===== src/rtl/gpio_bsr_pkg.sv =====
package gpio_bsr_pkg;

  typedef enum logic [1:0] {
    SEL_PIN   = 2'd0,
    SEL_OUT   = 2'd1,
    SEL_STRB  = 2'd2,
    SEL_NONE  = 2'd3
  } reg_sel_e;

endpackage


===== src/rtl/gpio_bsr_rst_sync.sv =====
module gpio_bsr_rst_sync (
  input  logic clk,
  input  logic rst_n_async,
  output logic rst_n_sync
);

  logic [1:0] stage_q;

  always_ff @(posedge clk or negedge rst_n_async) begin
    if (!rst_n_async) stage_q <= 2'b00;
    else              stage_q <= {stage_q[0], 1'b1};
  end

  assign rst_n_sync = stage_q[1];

endmodule


===== src/rtl/gpio_bsr_in_sync.sv =====
module gpio_bsr_in_sync #(
  parameter int WIDTH = 16
) (
  input  logic             clk,
  input  logic             rst_n,
  input  logic [WIDTH-1:0] pins,
  output logic [WIDTH-1:0] pins_sync
);

  logic [WIDTH-1:0] meta_q, meta_d;
  logic [WIDTH-1:0] sync_q, sync_d;

  always_comb begin
    meta_d = pins;
    sync_d = meta_q;
  end

  always_ff @(posedge clk or negedge rst_n) begin
    if (!rst_n) begin
      meta_q <= '0;
      sync_q <= '0;
    end else begin
      meta_q <= meta_d;
      sync_q <= sync_d;
    end
  end

  assign pins_sync = sync_q;

endmodule


===== src/rtl/gpio_bsr_lane_mask.sv =====
module gpio_bsr_lane_mask #(
  parameter int DATA_W = 32,
  localparam int STRB_W = DATA_W / 8
) (
  input  logic [STRB_W-1:0] strb,
  output logic [DATA_W-1:0] bit_mask
);

  for (genvar b = 0; b < STRB_W; b++) begin : g_lane
    assign bit_mask[b*8 +: 8] = {8{strb[b]}};
  end

endmodule


===== src/rtl/gpio_bsr_out_reg.sv =====
module gpio_bsr_out_reg #(
  parameter int WIDTH = 16
) (
  input  logic             clk,
  input  logic             rst_n,
  input  logic             wr_dir,
  input  logic [WIDTH-1:0] dir_data,
  input  logic [WIDTH-1:0] dir_mask,
  input  logic             wr_sr,
  input  logic [WIDTH-1:0] set_bits,
  input  logic [WIDTH-1:0] clr_bits,
  output logic [WIDTH-1:0] q
);

  logic [WIDTH-1:0] q_d;
  logic             q_en;

  always_comb begin
    q_d  = q;
    q_en = wr_dir | wr_sr;
    if (wr_dir) q_d = (q & ~dir_mask) | (dir_data & dir_mask);
    if (wr_sr)  q_d = (q & ~clr_bits) | set_bits;
  end

  always_ff @(posedge clk or negedge rst_n) begin
    if (!rst_n)    q <= '0;
    else if (q_en) q <= q_d;
  end

  p_direct_lanes_r2: assert property (@(posedge clk) disable iff (!rst_n)
    wr_dir |=> ((q ^ $past(dir_data)) & $past(dir_mask)) == '0);

  p_set_high_r3: assert property (@(posedge clk) disable iff (!rst_n)
    wr_sr |=> (q & $past(set_bits)) == $past(set_bits));

  p_clr_low_r4: assert property (@(posedge clk) disable iff (!rst_n)
    wr_sr |=> (q & $past(clr_bits & ~set_bits)) == '0);

  p_untouched_r5: assert property (@(posedge clk) disable iff (!rst_n)
    wr_sr |=> ((q ^ $past(q)) & ~$past(set_bits | clr_bits)) == '0);

  p_idle_hold_r5: assert property (@(posedge clk) disable iff (!rst_n)
    (!wr_dir && !wr_sr) |=> $stable(q));

  p_set_wins_r6: assert property (@(posedge clk) disable iff (!rst_n)
    (wr_sr && |(set_bits & clr_bits)) |=>
      (q & $past(set_bits & clr_bits)) == $past(set_bits & clr_bits));

endmodule


===== src/rtl/gpio_bsr_port.sv =====
module gpio_bsr_port
  import gpio_bsr_pkg::*;
#(
  parameter int WIDTH  = 16,
  parameter int DATA_W = 32,
  parameter int ADDR_W = 4,
  localparam int STRB_W = DATA_W / 8,
  localparam int HALF   = DATA_W / 2,
  localparam int WORD_W = ADDR_W - 2
) (
  input  logic              clk,
  input  logic              rst_n,
  input  logic [ADDR_W-1:0] bus_addr,
  input  logic [DATA_W-1:0] bus_wdata,
  input  logic [STRB_W-1:0] bus_strb,
  input  logic              bus_wr,
  output logic [DATA_W-1:0] bus_rdata,
  input  logic [WIDTH-1:0]  pin_in,
  output logic [WIDTH-1:0]  pin_out
);

  logic              rst_n_int;
  logic [WORD_W-1:0] word_idx;
  logic              unused_byte_off;
  reg_sel_e          sel;
  logic [DATA_W-1:0] lane_mask;
  logic [DATA_W-1:0] wdata_masked;
  logic [WIDTH-1:0]  pins_sync;
  logic              wr_dir, wr_sr;

  gpio_bsr_rst_sync u_rst (
    .clk         (clk),
    .rst_n_async (rst_n),
    .rst_n_sync  (rst_n_int)
  );

  assign word_idx        = bus_addr[ADDR_W-1:2];
  assign unused_byte_off = ^bus_addr[1:0];

  always_comb begin
    if      (word_idx == WORD_W'(0)) sel = SEL_PIN;
    else if (word_idx == WORD_W'(1)) sel = SEL_OUT;
    else if (word_idx == WORD_W'(2)) sel = SEL_STRB;
    else                             sel = SEL_NONE;
  end

  gpio_bsr_lane_mask #(.DATA_W(DATA_W)) u_lanes (
    .strb     (bus_strb),
    .bit_mask (lane_mask)
  );

  assign wdata_masked = bus_wdata & lane_mask;
  assign wr_dir       = bus_wr && (sel == SEL_OUT);
  assign wr_sr        = bus_wr && (sel == SEL_STRB);

  gpio_bsr_in_sync #(.WIDTH(WIDTH)) u_in (
    .clk       (clk),
    .rst_n     (rst_n_int),
    .pins      (pin_in),
    .pins_sync (pins_sync)
  );

  gpio_bsr_out_reg #(.WIDTH(WIDTH)) u_out (
    .clk      (clk),
    .rst_n    (rst_n_int),
    .wr_dir   (wr_dir),
    .dir_data (bus_wdata[WIDTH-1:0]),
    .dir_mask (lane_mask[WIDTH-1:0]),
    .wr_sr    (wr_sr),
    .set_bits (wdata_masked[WIDTH-1:0]),
    .clr_bits (wdata_masked[HALF +: WIDTH]),
    .q        (pin_out)
  );

  always_comb begin
    case (sel)
      SEL_PIN: bus_rdata = DATA_W'(pins_sync);
      SEL_OUT: bus_rdata = DATA_W'(pin_out);
      default: bus_rdata = '0;
    endcase
  end

  p_strobe_reads_zero_r7: assert property (@(posedge clk) disable iff (!rst_n_int)
    (bus_addr[ADDR_W-1:2] == WORD_W'(2)) |-> (bus_rdata == '0));

  p_unmapped_reads_zero_r10: assert property (@(posedge clk) disable iff (!rst_n_int)
    (bus_addr[ADDR_W-1:2] == WORD_W'(3)) |-> (bus_rdata == '0));

  p_unmapped_write_r10: assert property (@(posedge clk) disable iff (!rst_n_int)
    (bus_wr && bus_addr[ADDR_W-1:2] == WORD_W'(3)) |=> $stable(pin_out));

  p_pin_word_write_r8: assert property (@(posedge clk) disable iff (!rst_n_int)
    (bus_wr && bus_addr[ADDR_W-1:2] == WORD_W'(0)) |=> $stable(pin_out));

endmodule


===== config.mk =====
export PLATFORM = sky130hd
export DESIGN_NAME = gpio_bsr_port
export DESIGN_NICKNAME = d
export VERILOG_FILES = /design/src/rtl/gpio_bsr_pkg.sv /design/src/rtl/gpio_bsr_rst_sync.sv /design/src/rtl/gpio_bsr_in_sync.sv /design/src/rtl/gpio_bsr_lane_mask.sv /design/src/rtl/gpio_bsr_out_reg.sv /design/src/rtl/gpio_bsr_port.sv
export SDC_FILE = /design/constraint.sdc
export NUM_CORES = 1
export LEC_CHECK = 0
export ABC_CLOCK_PERIOD_IN_PS = 1800
export BUFFER_PORTS_ARGS = -buffer_cell sky130_fd_sc_hd__buf_4
export CAP_MARGIN = 30
export CORE_UTILIZATION = 44
export DETAILED_ROUTE_END_ITERATION = 7
export HOLD_SLACK_MARGIN = 0.1
export PLACE_DENSITY_LB_ADDON = 0.2
export SYNTH_ARGS = -nofsm -noshare
export SYNTH_HDL_FRONTEND = slang
export SYNTH_SLANG_ARGS = --single-unit

===== constraint.sdc =====
create_clock -name clk -period 1.8 [get_ports clk]
set_input_delay 0 -clock clk [delete_from_list [all_inputs] [get_ports clk]]
set_output_delay 0 -clock clk [all_outputs]
set_load 0.02 [all_outputs]

==> results.json <==
{
  "drtAntennaViolNets": 0,
  "netlist_area_mm2": 0.00194,
  "p_comb_share_pct": 30.6,
  "status": "finished clean",
  "arrival_ns": 1.65,
  "rows": 23,
  "clock_skew_ns": 0.00923,
  "slew_violations": 0,
  "worstSetupStartpointType": "primary input",
  "ctsResizeCount": 0,
  "die_area_mm2": 0.00468,
  "ys_ff_latch": 50,
  "die_w_um": 68.4,
  "slowest_stage": "dlygate4sd3_1",
  "hpwl_um": 3030,
  "grt_pass1_vias": 1538,
  "p_per_area_mw_per_mm2": 875,
  "wl_per_cell_um": 14.1,
  "path_class": "primary input to flip-flop",
  "place_congestion": 0.745,
  "cp_num_cells": 5,
  "p_clk_share_pct": 21.1,
  "place_ws_ns": 0.575,
  "critPathMaxFanout": 20,
  "clock_sinks": 50,
  "overflow": 0,
  "path_cells": "buf_4 > and4b_1 > nand2_1 > a32o_1 > dlygate4sd3_1",
  "rsz0062_at_grt": "no",
  "core_area_mm2": 0.00412,
  "path_clk_slew_ns": 0.08,
  "clock.fmax_ghz": 0.680,
  "ys_types": 15,
  "required_ns": 1.98,
  "htreeDepth": 2,
  "wl_um": 4740,
  "end_kind": "flip-flop",
  "placed_area_mm2": 0.00258,
  "vias": 1596,
  "seqPwrFrac_pct": 48.3,
  "grt_pass1_wl_um": 7310,
  "crit_path_max_incr_delay_ns": 0.55,
  "p_leak_nw": 1.54,
  "p_int_mw": 1.98,
  "clockBufferDepth": 2,
  "grt_start_max_net_pins": 26,
  "io_buffers": 88,
  "rr_worst_depth": 2,
  "grt_usage_pct": 22.4,
  "hp-class": "flip-flop to async pin",
  "drtIter0Drc": 72,
  "final_util_pct": 76.6,
  "critical_path_buf_inv_count": 2,
  "switching_share_pct": 28.2,
  "fin_crit_ns": 1.47,
  "timing.slew.headroom_pct": 63.5,
  "hold-worst-slack_ns": 0.255,
  "post-cts-setup-buffer-count": 0,
  "peakVddDrop_v": 0.000717,
  "synthCells": 148,
  "yosys_warnings": 0,
  "layout.nets": 346,
  "crit_family": "buffers and inverters",
  "route.detailed.drc": 0,
  "finalSetupViolCount": 0,
  "drive_gt1_share_pct": 34.5,
  "worstSkewPairLatency_ns": 0.29,
  "antenna_found_initial": 0,
  "avgSynthCellArea_um2": 13.1,
  "setup_tns_ns": 0,
  "worstMarginPinSlew_ns": 0.547,
  "ios": 107,
  "worst_slack_ns": 0.330,
  "ys_seq_area_share_pct": 64.4,
  "via_per_inst": 4.74,
  "root_buffer": "clkbuf_8",
  "fp.dieH_um": 68.4,
  "first_pass_iters": 4,
  "hold_viol_final": 0,
  "cts_inserted_buffers": 5,
  "cap_violations": 0,
  "p_switching_uw": 777,
  "final_area_mm2": 0.00315,
  "start_util_pct": 47.2,
  "cts_tree": "done",
  "n_antenna_cell": 0,
  "syn2layout_area_growth_pct": 62.4,
  "fin_crit_sh_pct": 81.7
}
[cell families after synthesis]
kind of cell,count (synthesis),synth area share [%]
flip-flops,50,64.4
AND/OR/NAND/NOR,41,9.66
buffers and inverters,22,8.57
AO/OA/AOI/OAI,16,8.25
multiplexers,16,8.25
other,2,0.387
XOR/XNOR,1,0.451
[final cells by class]
type / count / area [µm²]
clock buffer: 7 / 76.3
fill: 279 / 962
timing repair buffer: 139 / 1180
sequential: 50 / 1250
tap: 50 / 62.6
multi-input combinational: 91 / 581
[through the flow]
step	total power [mW]	cells
global placement	2.01	280
CTS	2.78	337
floorplan	1.71	163
detailed placement	2.02	280
global route	2.91	337
finish	2.76	337
[cells in the final DEF (no fill, tap or decap)]
master / n
nand2_1: 18
buf_12: 1
conb_1: 17
dfrtp_1: 49
a32o_1: 16
clkbuf_8: 5
dlygate4sd3_1: 50
buf_4: 88
dfrtp_2: 1
nor2_1: 16
clkbuf_1: 2
nand3_2: 2
xnor2_1: 1
and2b_1: 1
and4b_1: 2
mux2i_1: 16
nor2_2: 2
[cells in the mapped netlist]
master    instances  share of area, %
nor2_2            2              0.64
nand3_2           2               1.0
xnor2_1           1              0.45
buf_4            18               7.0
dfrtp_1          50                64
clkbuf_1          1              0.19
buf_2             1              0.26
and4b_1           2               1.0
and2b_1           1              0.39
a32o_1           16               8.2
buf_6             2               1.2
mux2i_1          16               8.2
nor2_1           16               3.1
conb_1            2              0.39
nand2_1          18               3.5
[timing repair]
| item | 4_1_cts | 5_1_grt |
|---|---|---|
| hold buffers | 50 | 0 |
| endpoints found under the setup margin | 0 | 0 |
| endpoints found under the hold margin | 34 | 0 |
[final timing paths]
kind                                            start                          end  slack, ns
max in group asynchronous  u_rst.stage_q[1]$_DFF_PN0_  u_in.pins_sync[5]$_DFF_PN0_       1.04
min                        u_rst.stage_q[1]$_DFF_PN0_  u_in.pins_sync[9]$_DFF_PN0_       0.25
max reg2reg                                 flip-flop                    flip-flop       0.48
max                                       bus_addr[2]                    flip-flop       0.33
min in group clk                           pin_in[13]    u_in.meta_q[13]$_DFF_PN0_       0.35
min reg2reg                u_rst.stage_q[1]$_DFF_PN0_  u_in.pins_sync[9]$_DFF_PN0_       0.25
[layer usage]
metal / GRT usage [%] / routed length (µm) / share of wire (%) / vias up
li1: - / - / - / 755
met2: 38.8 / 2500 / 53 / 64
met3: 5.50 / 255 / 5.4 / 8
met1: 27.2 / 1910 / 40 / 769
met4: 7.29 / 76 / 1.6 / 0
met5: 0 / 0 / 0 / -
[power by group through the flow]
stage          registers [mW]  logic, mW  clock network, mW
4_1_cts                  1.33      0.838              0.605
5_1_grt                  1.35      0.904              0.655
3_3_place_gp             1.35      0.657                  0
6_report                 1.33      0.843              0.583
3_5_place_dp             1.35      0.666                  0
2_1_floorplan            1.44      0.270                  0
Note: power is estimated with default switching activity, not from simulation.
